`config.mk`:
```
export PLATFORM = sky130hd
export DESIGN_NAME = bisync_rx
export DESIGN_NICKNAME = d
export VERILOG_FILES = /design/src/rtl/bisync_rx_pkg.sv /design/src/rtl/bisync_rx_term.sv /design/src/rtl/bisync_rx_bcc.sv /design/src/rtl/bisync_rx_fsm.sv /design/src/rtl/bisync_rx.sv
export SDC_FILE = /design/constraint.sdc
export NUM_CORES = 1
export LEC_CHECK = 0
export BUFFER_PORTS_ARGS = -buffer_cell sky130_fd_sc_hd__buf_4
export CAP_MARGIN = 20
export CORE_MARGIN = 2
export CORE_UTILIZATION = 50
export DETAILED_ROUTE_END_ITERATION = 7
export GPL_ROUTABILITY_DRIVEN = 0
export GPL_TIMING_DRIVEN = 0
export PLACE_DENSITY = 0.69
export SLEW_MARGIN = 20
export SYNTH_ARGS = -nofsm -noshare
export SYNTH_HDL_FRONTEND = slang
export SYNTH_SLANG_ARGS = --single-unit
```
`constraint.sdc`:
```
create_clock -name clk -period 2 [get_ports clk]
set_input_delay 0.1 -clock clk [delete_from_list [all_inputs] [get_ports clk]]
set_output_delay 0.1 -clock clk [all_outputs]
set_load 0.1 [all_outputs]
```
`src/rtl/bisync_rx_pkg.sv`:
```
package bisync_rx_pkg;

    localparam int CHAR_W = 8;
    localparam int CRC_W  = 16;

    localparam logic [CHAR_W-1:0] C_SOH = 8'h01;
    localparam logic [CHAR_W-1:0] C_STX = 8'h02;
    localparam logic [CHAR_W-1:0] C_ETX = 8'h03;
    localparam logic [CHAR_W-1:0] C_EOT = 8'h04;
    localparam logic [CHAR_W-1:0] C_ENQ = 8'h05;
    localparam logic [CHAR_W-1:0] C_DLE = 8'h10;
    localparam logic [CHAR_W-1:0] C_SYN = 8'h16;
    localparam logic [CHAR_W-1:0] C_ETB = 8'h17;

    typedef enum logic [3:0] {
        ST_HUNT,
        ST_SYN1,
        ST_SYNC,
        ST_XSTART,
        ST_NOBCC,
        ST_TEXT,
        ST_TRANS,
        ST_TRANS_DLE,
        ST_CHK1,
        ST_CHK2
    } rx_state_e;

    typedef enum logic [2:0] {
        K_DROP,
        K_TERM,
        K_ABORT,
        K_EOT,
        K_BLOCK_END,
        K_DATA
    } char_kind_e;

    typedef struct packed {
        logic              valid;
        logic [CHAR_W-1:0] data;
        logic              eof;
        logic              err;
        logic              abort;
    } rx_out_t;

    // One character folded into a reflected CRC, least significant bit first.
    function automatic logic [CRC_W-1:0] crc_step(
        input logic [CRC_W-1:0]  c,
        input logic [CHAR_W-1:0] b,
        input logic [CRC_W-1:0]  poly
    );
        logic [CRC_W-1:0] r;
        r = c;
        for (int i = 0; i < CHAR_W; i++) begin
            r = (r[0] ^ b[i]) ? ((r >> 1) ^ poly) : (r >> 1);
        end
        return r;
    endfunction

endpackage

```
`src/rtl/bisync_rx_term.sv`:
```
module bisync_rx_term
    import bisync_rx_pkg::*;
#(
    parameter logic [CHAR_W-1:0] TERM_INIT = 8'h10
) (
    input  logic              clk,
    input  logic              rst_n,
    input  logic              init,
    input  logic              wr,
    input  logic [CHAR_W-1:0] val,
    output logic [CHAR_W-1:0] term_q
);

    always_ff @(posedge clk or negedge rst_n) begin
        if (!rst_n) begin
            term_q <= TERM_INIT;
        end else if (init) begin
            term_q <= TERM_INIT;
        end else if (wr) begin
            term_q <= val;
        end
    end

    // an initialize pulse always leaves the default terminator behind
    p_term_default_r10: assert property (@(posedge clk) disable iff (!rst_n)
        $past(init) |-> (term_q == TERM_INIT));

    // without a write or init the terminator holds its value
    p_term_hold_r10: assert property (@(posedge clk) disable iff (!rst_n)
        (!$past(init) && !$past(wr)) |-> $stable(term_q));

endmodule

```
`src/rtl/bisync_rx_bcc.sv`:
```
module bisync_rx_bcc
    import bisync_rx_pkg::*;
#(
    parameter logic [CRC_W-1:0] CRC_POLY = 16'hA001
) (
    input  logic              clk,
    input  logic              rst_n,
    input  logic              clr,
    input  logic              add,
    input  logic [CHAR_W-1:0] din,
    output logic [CRC_W-1:0]  crc_q,
    output logic [CHAR_W-1:0] lrc_q
);

    always_ff @(posedge clk or negedge rst_n) begin
        if (!rst_n) begin
            crc_q <= '0;
            lrc_q <= '0;
        end else if (clr) begin
            crc_q <= '0;
            lrc_q <= '0;
        end else if (add) begin
            crc_q <= crc_step(crc_q, din, CRC_POLY);
            lrc_q <= lrc_q ^ din;
        end
    end

    // a frame opening leaves both accumulators empty
    p_clear_empty_r2: assert property (@(posedge clk) disable iff (!rst_n)
        $past(clr) |-> (crc_q == '0 && lrc_q == '0));

    // accumulators move only when a counted byte is added
    p_acc_hold_r6: assert property (@(posedge clk) disable iff (!rst_n)
        (!$past(clr) && !$past(add)) |-> ($stable(crc_q) && $stable(lrc_q)));

endmodule

```
`src/rtl/bisync_rx_fsm.sv`:
```
module bisync_rx_fsm
    import bisync_rx_pkg::*;
(
    input  logic              clk,
    input  logic              rst_n,
    input  logic              init,
    input  logic              rx_stb,
    input  logic [CHAR_W-1:0] rx_byte,
    input  logic              cfg_crc,
    input  logic [CHAR_W-1:0] term,
    input  logic [CRC_W-1:0]  crc,
    input  logic [CHAR_W-1:0] lrc,
    output logic              bcc_clr,
    output logic              bcc_add,
    output rx_out_t           out_q,
    output logic              hunting
);

    rx_state_e         st_q, st_d;
    rx_out_t           o_d;
    logic [CHAR_W-1:0] chk_lo_q;
    logic              chk_save;
    char_kind_e        nt_kind;
    logic              is_syn, is_dle, is_stx, is_blk_end, in_text;

    assign is_syn     = (rx_byte == C_SYN);
    assign is_dle     = (rx_byte == C_DLE);
    assign is_stx     = (rx_byte == C_STX);
    assign is_blk_end = (rx_byte == C_ETX) || (rx_byte == C_ETB);
    assign in_text    = (st_q == ST_TEXT);

    // Decode of one body character outside transparent mode.
    always_comb begin
        if (is_syn)                    nt_kind = K_DROP;
        else if (rx_byte == term)      nt_kind = K_TERM;
        else if (rx_byte == C_ENQ)     nt_kind = K_ABORT;
        else if (!in_text && rx_byte == C_EOT) nt_kind = K_EOT;
        else if (in_text && is_blk_end) nt_kind = K_BLOCK_END;
        else                           nt_kind = K_DATA;
    end

    always_comb begin
        st_d     = st_q;
        o_d      = '0;
        bcc_clr  = 1'b0;
        bcc_add  = 1'b0;
        chk_save = 1'b0;
        if (rx_stb) begin
            unique case (st_q)
                ST_HUNT: begin
                    if (is_syn) st_d = ST_SYN1;
                end
                ST_SYN1: begin
                    st_d = is_syn ? ST_SYNC : ST_HUNT;
                end
                ST_SYNC, ST_NOBCC, ST_TEXT: begin
                    if (st_q == ST_SYNC && is_syn) begin
                        st_d = ST_SYNC;
                    end else if (st_q == ST_SYNC && (is_stx || rx_byte == C_SOH)) begin
                        o_d.valid = 1'b1;
                        o_d.data  = rx_byte;
                        bcc_clr   = 1'b1;
                        st_d      = ST_TEXT;
                    end else if (st_q == ST_SYNC && is_dle) begin
                        st_d = ST_XSTART;
                    end else begin
                        if (st_q == ST_SYNC) bcc_clr = 1'b1;
                        st_d = in_text ? ST_TEXT : ST_NOBCC;
                        unique case (nt_kind)
                            K_DROP: begin
                                st_d = in_text ? ST_TEXT : ST_NOBCC;
                            end
                            K_TERM: begin
                                o_d.eof = 1'b1;
                                st_d    = ST_HUNT;
                            end
                            K_ABORT: begin
                                o_d.eof   = 1'b1;
                                o_d.abort = 1'b1;
                                st_d      = ST_HUNT;
                            end
                            K_EOT: begin
                                o_d.valid = 1'b1;
                                o_d.data  = rx_byte;
                                o_d.eof   = 1'b1;
                                st_d      = ST_HUNT;
                            end
                            K_BLOCK_END: begin
                                o_d.valid = 1'b1;
                                o_d.data  = rx_byte;
                                bcc_add   = 1'b1;
                                st_d      = ST_CHK1;
                            end
                            default: begin
                                o_d.valid = 1'b1;
                                o_d.data  = rx_byte;
                                bcc_add   = in_text;
                            end
                        endcase
                    end
                end
                ST_XSTART: begin
                    if (is_stx) begin
                        o_d.valid = 1'b1;
                        o_d.data  = rx_byte;
                        bcc_clr   = 1'b1;
                        st_d      = ST_TRANS;
                    end else begin
                        o_d.eof   = 1'b1;
                        o_d.abort = 1'b1;
                        st_d      = ST_HUNT;
                    end
                end
                ST_TRANS: begin
                    if (is_dle) begin
                        st_d = ST_TRANS_DLE;
                    end else if (rx_byte == term) begin
                        o_d.eof = 1'b1;
                        st_d    = ST_HUNT;
                    end else begin
                        o_d.valid = 1'b1;
                        o_d.data  = rx_byte;
                        bcc_add   = 1'b1;
                    end
                end
                ST_TRANS_DLE: begin
                    st_d = ST_TRANS;
                    if (is_syn) begin
                        st_d = ST_TRANS;
                    end else if (rx_byte == C_ENQ) begin
                        o_d.eof   = 1'b1;
                        o_d.abort = 1'b1;
                        st_d      = ST_HUNT;
                    end else begin
                        o_d.valid = 1'b1;
                        o_d.data  = rx_byte;
                        bcc_add   = 1'b1;
                        if (is_blk_end) st_d = ST_CHK1;
                    end
                end
                ST_CHK1: begin
                    if (cfg_crc) begin
                        chk_save = 1'b1;
                        st_d     = ST_CHK2;
                    end else begin
                        o_d.eof = 1'b1;
                        o_d.err = (rx_byte != lrc);
                        st_d    = ST_HUNT;
                    end
                end
                ST_CHK2: begin
                    o_d.eof = 1'b1;
                    o_d.err = (chk_lo_q != crc[CHAR_W-1:0]) ||
                              (rx_byte != crc[CRC_W-1:CHAR_W]);
                    st_d    = ST_HUNT;
                end
                default: st_d = ST_HUNT;
            endcase
        end
    end

    // State register
    always_ff @(posedge clk or negedge rst_n) begin
        if (!rst_n)    st_q <= ST_HUNT;
        else if (init) st_q <= ST_HUNT;
        else           st_q <= st_d;
    end

    // Output register
    always_ff @(posedge clk or negedge rst_n) begin
        if (!rst_n)    out_q <= '0;
        else if (init) out_q <= '0;
        else           out_q <= o_d;
    end

    // First received check byte in CRC mode
    always_ff @(posedge clk or negedge rst_n) begin
        if (!rst_n)        chk_lo_q <= '0;
        else if (chk_save) chk_lo_q <= rx_byte;
    end

    assign hunting = (st_q == ST_HUNT) || (st_q == ST_SYN1);

    // a delivered byte always follows a strobe by one cycle
    p_valid_after_stb_r3: assert property (@(posedge clk) disable iff (!rst_n)
        out_q.valid |-> $past(rx_stb));

    // a byte taken while hunting is never delivered
    p_quiet_in_hunt_r1: assert property (@(posedge clk) disable iff (!rst_n)
        $past(hunting) |-> !out_q.valid);

    // every end of frame leaves the receiver hunting
    p_eof_to_hunt_r11: assert property (@(posedge clk) disable iff (!rst_n)
        out_q.eof |-> hunting);

    // abort and check error never qualify the same end of frame
    p_status_exclusive_r7: assert property (@(posedge clk) disable iff (!rst_n)
        !(out_q.err && out_q.abort));

    // qualifiers appear only with an end-of-frame pulse
    p_flags_with_eof_r6: assert property (@(posedge clk) disable iff (!rst_n)
        (out_q.err || out_q.abort) |-> out_q.eof);

endmodule

```
`src/rtl/bisync_rx.sv`:
```
module bisync_rx
    import bisync_rx_pkg::*;
#(
    parameter logic [7:0]  TERM_INIT = 8'h10,
    parameter logic [15:0] CRC_POLY  = 16'hA001
) (
    input  logic       clk,
    input  logic       rst_n,
    input  logic       init,
    input  logic       rx_stb,
    input  logic [7:0] rx_byte,
    input  logic       cfg_crc,
    input  logic       cfg_term_wr,
    input  logic [7:0] cfg_term_val,
    output logic       out_valid,
    output logic [7:0] out_data,
    output logic       eof,
    output logic       eof_bcc_err,
    output logic       eof_abort,
    output logic       hunting
);

    logic [CHAR_W-1:0] term_q;
    logic [CRC_W-1:0]  crc_q;
    logic [CHAR_W-1:0] lrc_q;
    logic              bcc_clr, bcc_add;
    rx_out_t           out_q;

    bisync_rx_term #(.TERM_INIT(TERM_INIT)) u_term (
        .clk    (clk),
        .rst_n  (rst_n),
        .init   (init),
        .wr     (cfg_term_wr),
        .val    (cfg_term_val),
        .term_q (term_q)
    );

    bisync_rx_bcc #(.CRC_POLY(CRC_POLY)) u_bcc (
        .clk   (clk),
        .rst_n (rst_n),
        .clr   (bcc_clr | init),
        .add   (bcc_add),
        .din   (rx_byte),
        .crc_q (crc_q),
        .lrc_q (lrc_q)
    );

    bisync_rx_fsm u_fsm (
        .clk     (clk),
        .rst_n   (rst_n),
        .init    (init),
        .rx_stb  (rx_stb),
        .rx_byte (rx_byte),
        .cfg_crc (cfg_crc),
        .term    (term_q),
        .crc     (crc_q),
        .lrc     (lrc_q),
        .bcc_clr (bcc_clr),
        .bcc_add (bcc_add),
        .out_q   (out_q),
        .hunting (hunting)
    );

    assign out_valid   = out_q.valid;
    assign out_data    = out_q.data;
    assign eof         = out_q.eof;
    assign eof_bcc_err = out_q.err;
    assign eof_abort   = out_q.abort;

endmodule

```
==> summary.txt <==
Synth
  • Synth Area in Adders: 0%
  • Simple-gate share of the synthesized area: 21.6%
  • #FFs+latches synth: 56
  • Main synth FF type: dfrtp_1
  • Largest family of logic cells by synthesized area: simple AND/OR/NAND/NOR gates
  • Syn Inst Count: 376
  • Post-synthesis cell type count: 62
  • Post-synth EDFFs: 0
  • Post-Synth XOR/XNOR Area: 16.8%
  • Mux cell area share after synthesis: 2.30%
  • Post-Syn Nets: 398
  • Synth Area in Compound Gates: 15.0%
  • Asr flop ratio synth: 100%
  • Sequential-to-total area share from yosys stat: 39.6%
  • Syn_area_per_cell: 9.42 sq um
  • Synth warn: 0
  • Post-Syn Area: 0.00354 sq mm

Routing
  • DR iter-0 viols: 380
  • Drt pass-1 iters: 6
  • Routed Antenna Nets: 0
  • Vias per inst: 5.85
  • Via Count: 3160
  • Routed len/inst: 18.5 um
  • Routed Wire Length: 9.99 mm
  • Post-route DRC: 0

Outcome
  • Outcome: complete, but fails checks
  • Failing checks: negative hold slack, negative setup slack

Worst setup path
  • CP arrival: 2.34 ns
  • Reg-to-Reg End: u_bcc.crc_q[0]
  • Max FO, Critical Path: 3
  • Reg-to-reg critical path startpoint: u_bcc.crc_q[6]
  • Worst setup SP type: flop
  • R2R cell count: 6
  • Worst path max stage delay: 0.45 ns
  • Worst Path Required: 2.27 ns
  • Crit Path Category: reg2reg
  • R2R Setup Slk: -0.07 ns
  • Crit path top cell by count: xnor3_1
  • Slowest CP cell: xnor3_1
  • Crit path cell chain: xor2_2, xnor3_1, xnor3_1, xor2_1, or4_4, nand3_2
  • Crit end category: flop

STA
  • Hold slack final: -0.000183 ns
  • Setup Skew: 0.0184 ns
  • Final Max Slew Viols: 0
  • Final setup fails: 3
  • Final worst slack: -0.0727 ns
  • Slew HR: 51.6%
  • RSZ-0062 raised after global routing: true
  • Final worst-path cycle share: 104%
  • Worst Max-Slew Pin Slew: 0.726 ns
  • Setup TNS: -0.197 ns
  • Minimum clock period: 2.07 ns
  • Final hold violations: 1
  • Max Fclk: 0.482 GHz

Pwr
  • Lkg Pwr: 2.09 nW
  • Pwr Density: 475 mW/mm^2
  • Worst ir drop on vdd: 0.000405 V
  • Pwr Total: 2.17 mW

Floorplan
  • Die X: 88.2 um
  • Number of core rows: 30
  • Die Y: 88.2 um
  • Core area: 0.00683 sq mm
  • I/O pin count: 35
  • Die area: 0.00778 sq mm
  • Starting Density: 51.9%

Finish
  • Area growth syn-to-layout: 29.0%
  • Layout cells sized above 1: 33.1%
  • Nets: 465
  • Diode count: 0
  • Most common cell after layout, fill and taps aside: buf_4
  • Commonest cells after routing, fill and taps aside: 60 x buf_4, 51 x dfrtp_1, 32 x nor2_1

Placed design
  • Port Buf Inserts: 27
  • Pre-CTS setup slack: -0.380 ns
  • Post-DP HPWL: 6.61 mm

Worst hold path
  • Hold Startpoint: cfg_term_val[3]
  • Hold Crit Depth: 3
  • Worst min path class: in2reg
  • WHS Endpoint: u_term.term_q[3]

Global routing
  • Pin count of the biggest net entering global routing: 57
  • Antenna violations before repair: 0
  • First-pass GRT wire length: 15.4 mm
  • All-layer global routing usage: 25.9%
  • Number of global-route vias before repair: 3003
  • Total gr overflow: 0

CTS
  • CTS root buf: clkbuf_8
  • CTS Buf Count: 5
  • Clk Latency, worst-skew pair: 0.33 ns
  • Clk slew on worst S/H paths: 0.12 ns
  • CTS H-Tree Depth: 2
  • CTS Buffer Depth: 2
  • CTS tree: built
  • Clock sink count: 56

Run
  • Max-cap violations: 0
-- cell usage after synthesis (3+ instances only) --
| cell type | n | area, sq um |
|---|---|---|
| nor3b_1 | 3 | 22.5 |
| a211oi_2 | 7 | 87.6 |
| xnor2_1 | 30 | 263 |
| buf_2 | 6 | 30.0 |
| nor4_1 | 14 | 87.6 |
| dfrtp_1 | 55 | 1380 |
| and3_1 | 9 | 56.3 |
| buf_6 | 3 | 33.8 |
| clkbuf_1 | 12 | 45.0 |
| nand2_1 | 32 | 120 |
| o21ai_0 | 13 | 65.1 |
| xor2_1 | 33 | 289 |
| nor3_1 | 7 | 35.0 |
| nor2b_1 | 5 | 31.3 |
| nor2_1 | 32 | 120 |
| inv_1 | 11 | 41.3 |
| nand3_1 | 11 | 55.1 |
| a22o_1 | 3 | 26.3 |
| or3_1 | 4 | 25.0 |
| a31oi_1 | 5 | 31.3 |
| a21oi_1 | 17 | 85.1 |
| nand4_1 | 7 | 43.8 |
| a21o_1 | 3 | 22.5 |
| mux2i_1 | 7 | 70.1 |
| nand2b_1 | 3 | 18.8 |
-- area by class of cell --
type / instances / area, sq um
clock buffers: 5 / 68.8
inverters: 11 / 41.3
flip-flops and latches: 56 / 1410
fillers: 565 / 2260
repair buffers: 63 / 499
well taps: 96 / 120
plain buffers: 21 / 170
clock inverters: 3 / 22.5
multi-input cells: 285 / 2240
-- how the worst max path moves through the flow --
| stage | depth (start not counted) | to | startpoint |
|---|---|---|---|
| 2_1_floorplan | 8 | u_bcc.crc_q[2] | rx_byte[5] |
| 3_3_place_gp | 7 | u_bcc.crc_q[1] | u_fsm.st_q[2] |
| 3_5_place_dp | 7 | u_bcc.crc_q[4] | u_fsm.st_q[2] |
| 4_1_cts | 7 | u_bcc.crc_q[0] | u_fsm.st_q[3] |
| 5_1_grt | 6 | u_bcc.crc_q[0] | u_bcc.crc_q[6] |
| 6_report | 6 | u_bcc.crc_q[0] | u_bcc.crc_q[6] |
-- flip-flops by register name, summed over array words and instances, names as in the netlist --
name,count
u_bcc.crc_q,16
u_fsm.st_q,4
u_term.term_q,8
u_bcc.lrc_q,8
u_fsm.out_q,12
u_fsm.chk_lo_q,8
-- power by group --
group	total, mW	leakage (nW)	internal (mW)	switching [mW]
sequential	1.15	0.768	1.14	0.00713
combinational	0.347	1.27	0.151	0.196
clock	0.673	0.0485	0.253	0.420
total	2.17	2.09	1.55	0.623
-- worst max-delay path, delay by kind of cell, from the launching register on --
| family | cells | cell delay [ns] |
|---|---|---|
| and+or+nand+nor | 2 | 0.52 |
| xor gates and xnor gates | 4 | 1.08 |
| DFF | 1 | 0.42 |
-- layer usage --
metal / part of all wire, % / global-route usage (%)
met5: 0 / 0
met4: 2.7 / 7.71
met3: 8.4 / 5.09
met2: 46 / 40.3
met1: 42 / 36.9
-- through the flow --
stage / cells / util, % / area, sq um
finish: 540 / 66.9 / 4570
global route: 540 / 66.9 / 4570
CTS: 530 / 63.9 / 4370
detailed placement: 499 / 57.8 / 3950
global placement: 499 / 57.8 / 3950
floorplan: 376 / - / 3630
-- what timing repair did --
item,4_1_cts,5_1_grt
pin swaps,6,14
hold endpoints to repair,56,0
gates resized for setup,31,32
hold buffers,2,0
setup buffers,22,11
setup endpoints to repair,43,43
gates cloned,0,1
-- cells by family after synthesis --
logic type                count (synthesis)
DFF                                      56
buffers and inverters                    35
muxes                                     8
xor gates and xnor gates                 65
and+or+nand+nor                         142
AOI/OAI and AO/OA                        70
No activity file was read; power rests on OpenSTA's default activity.
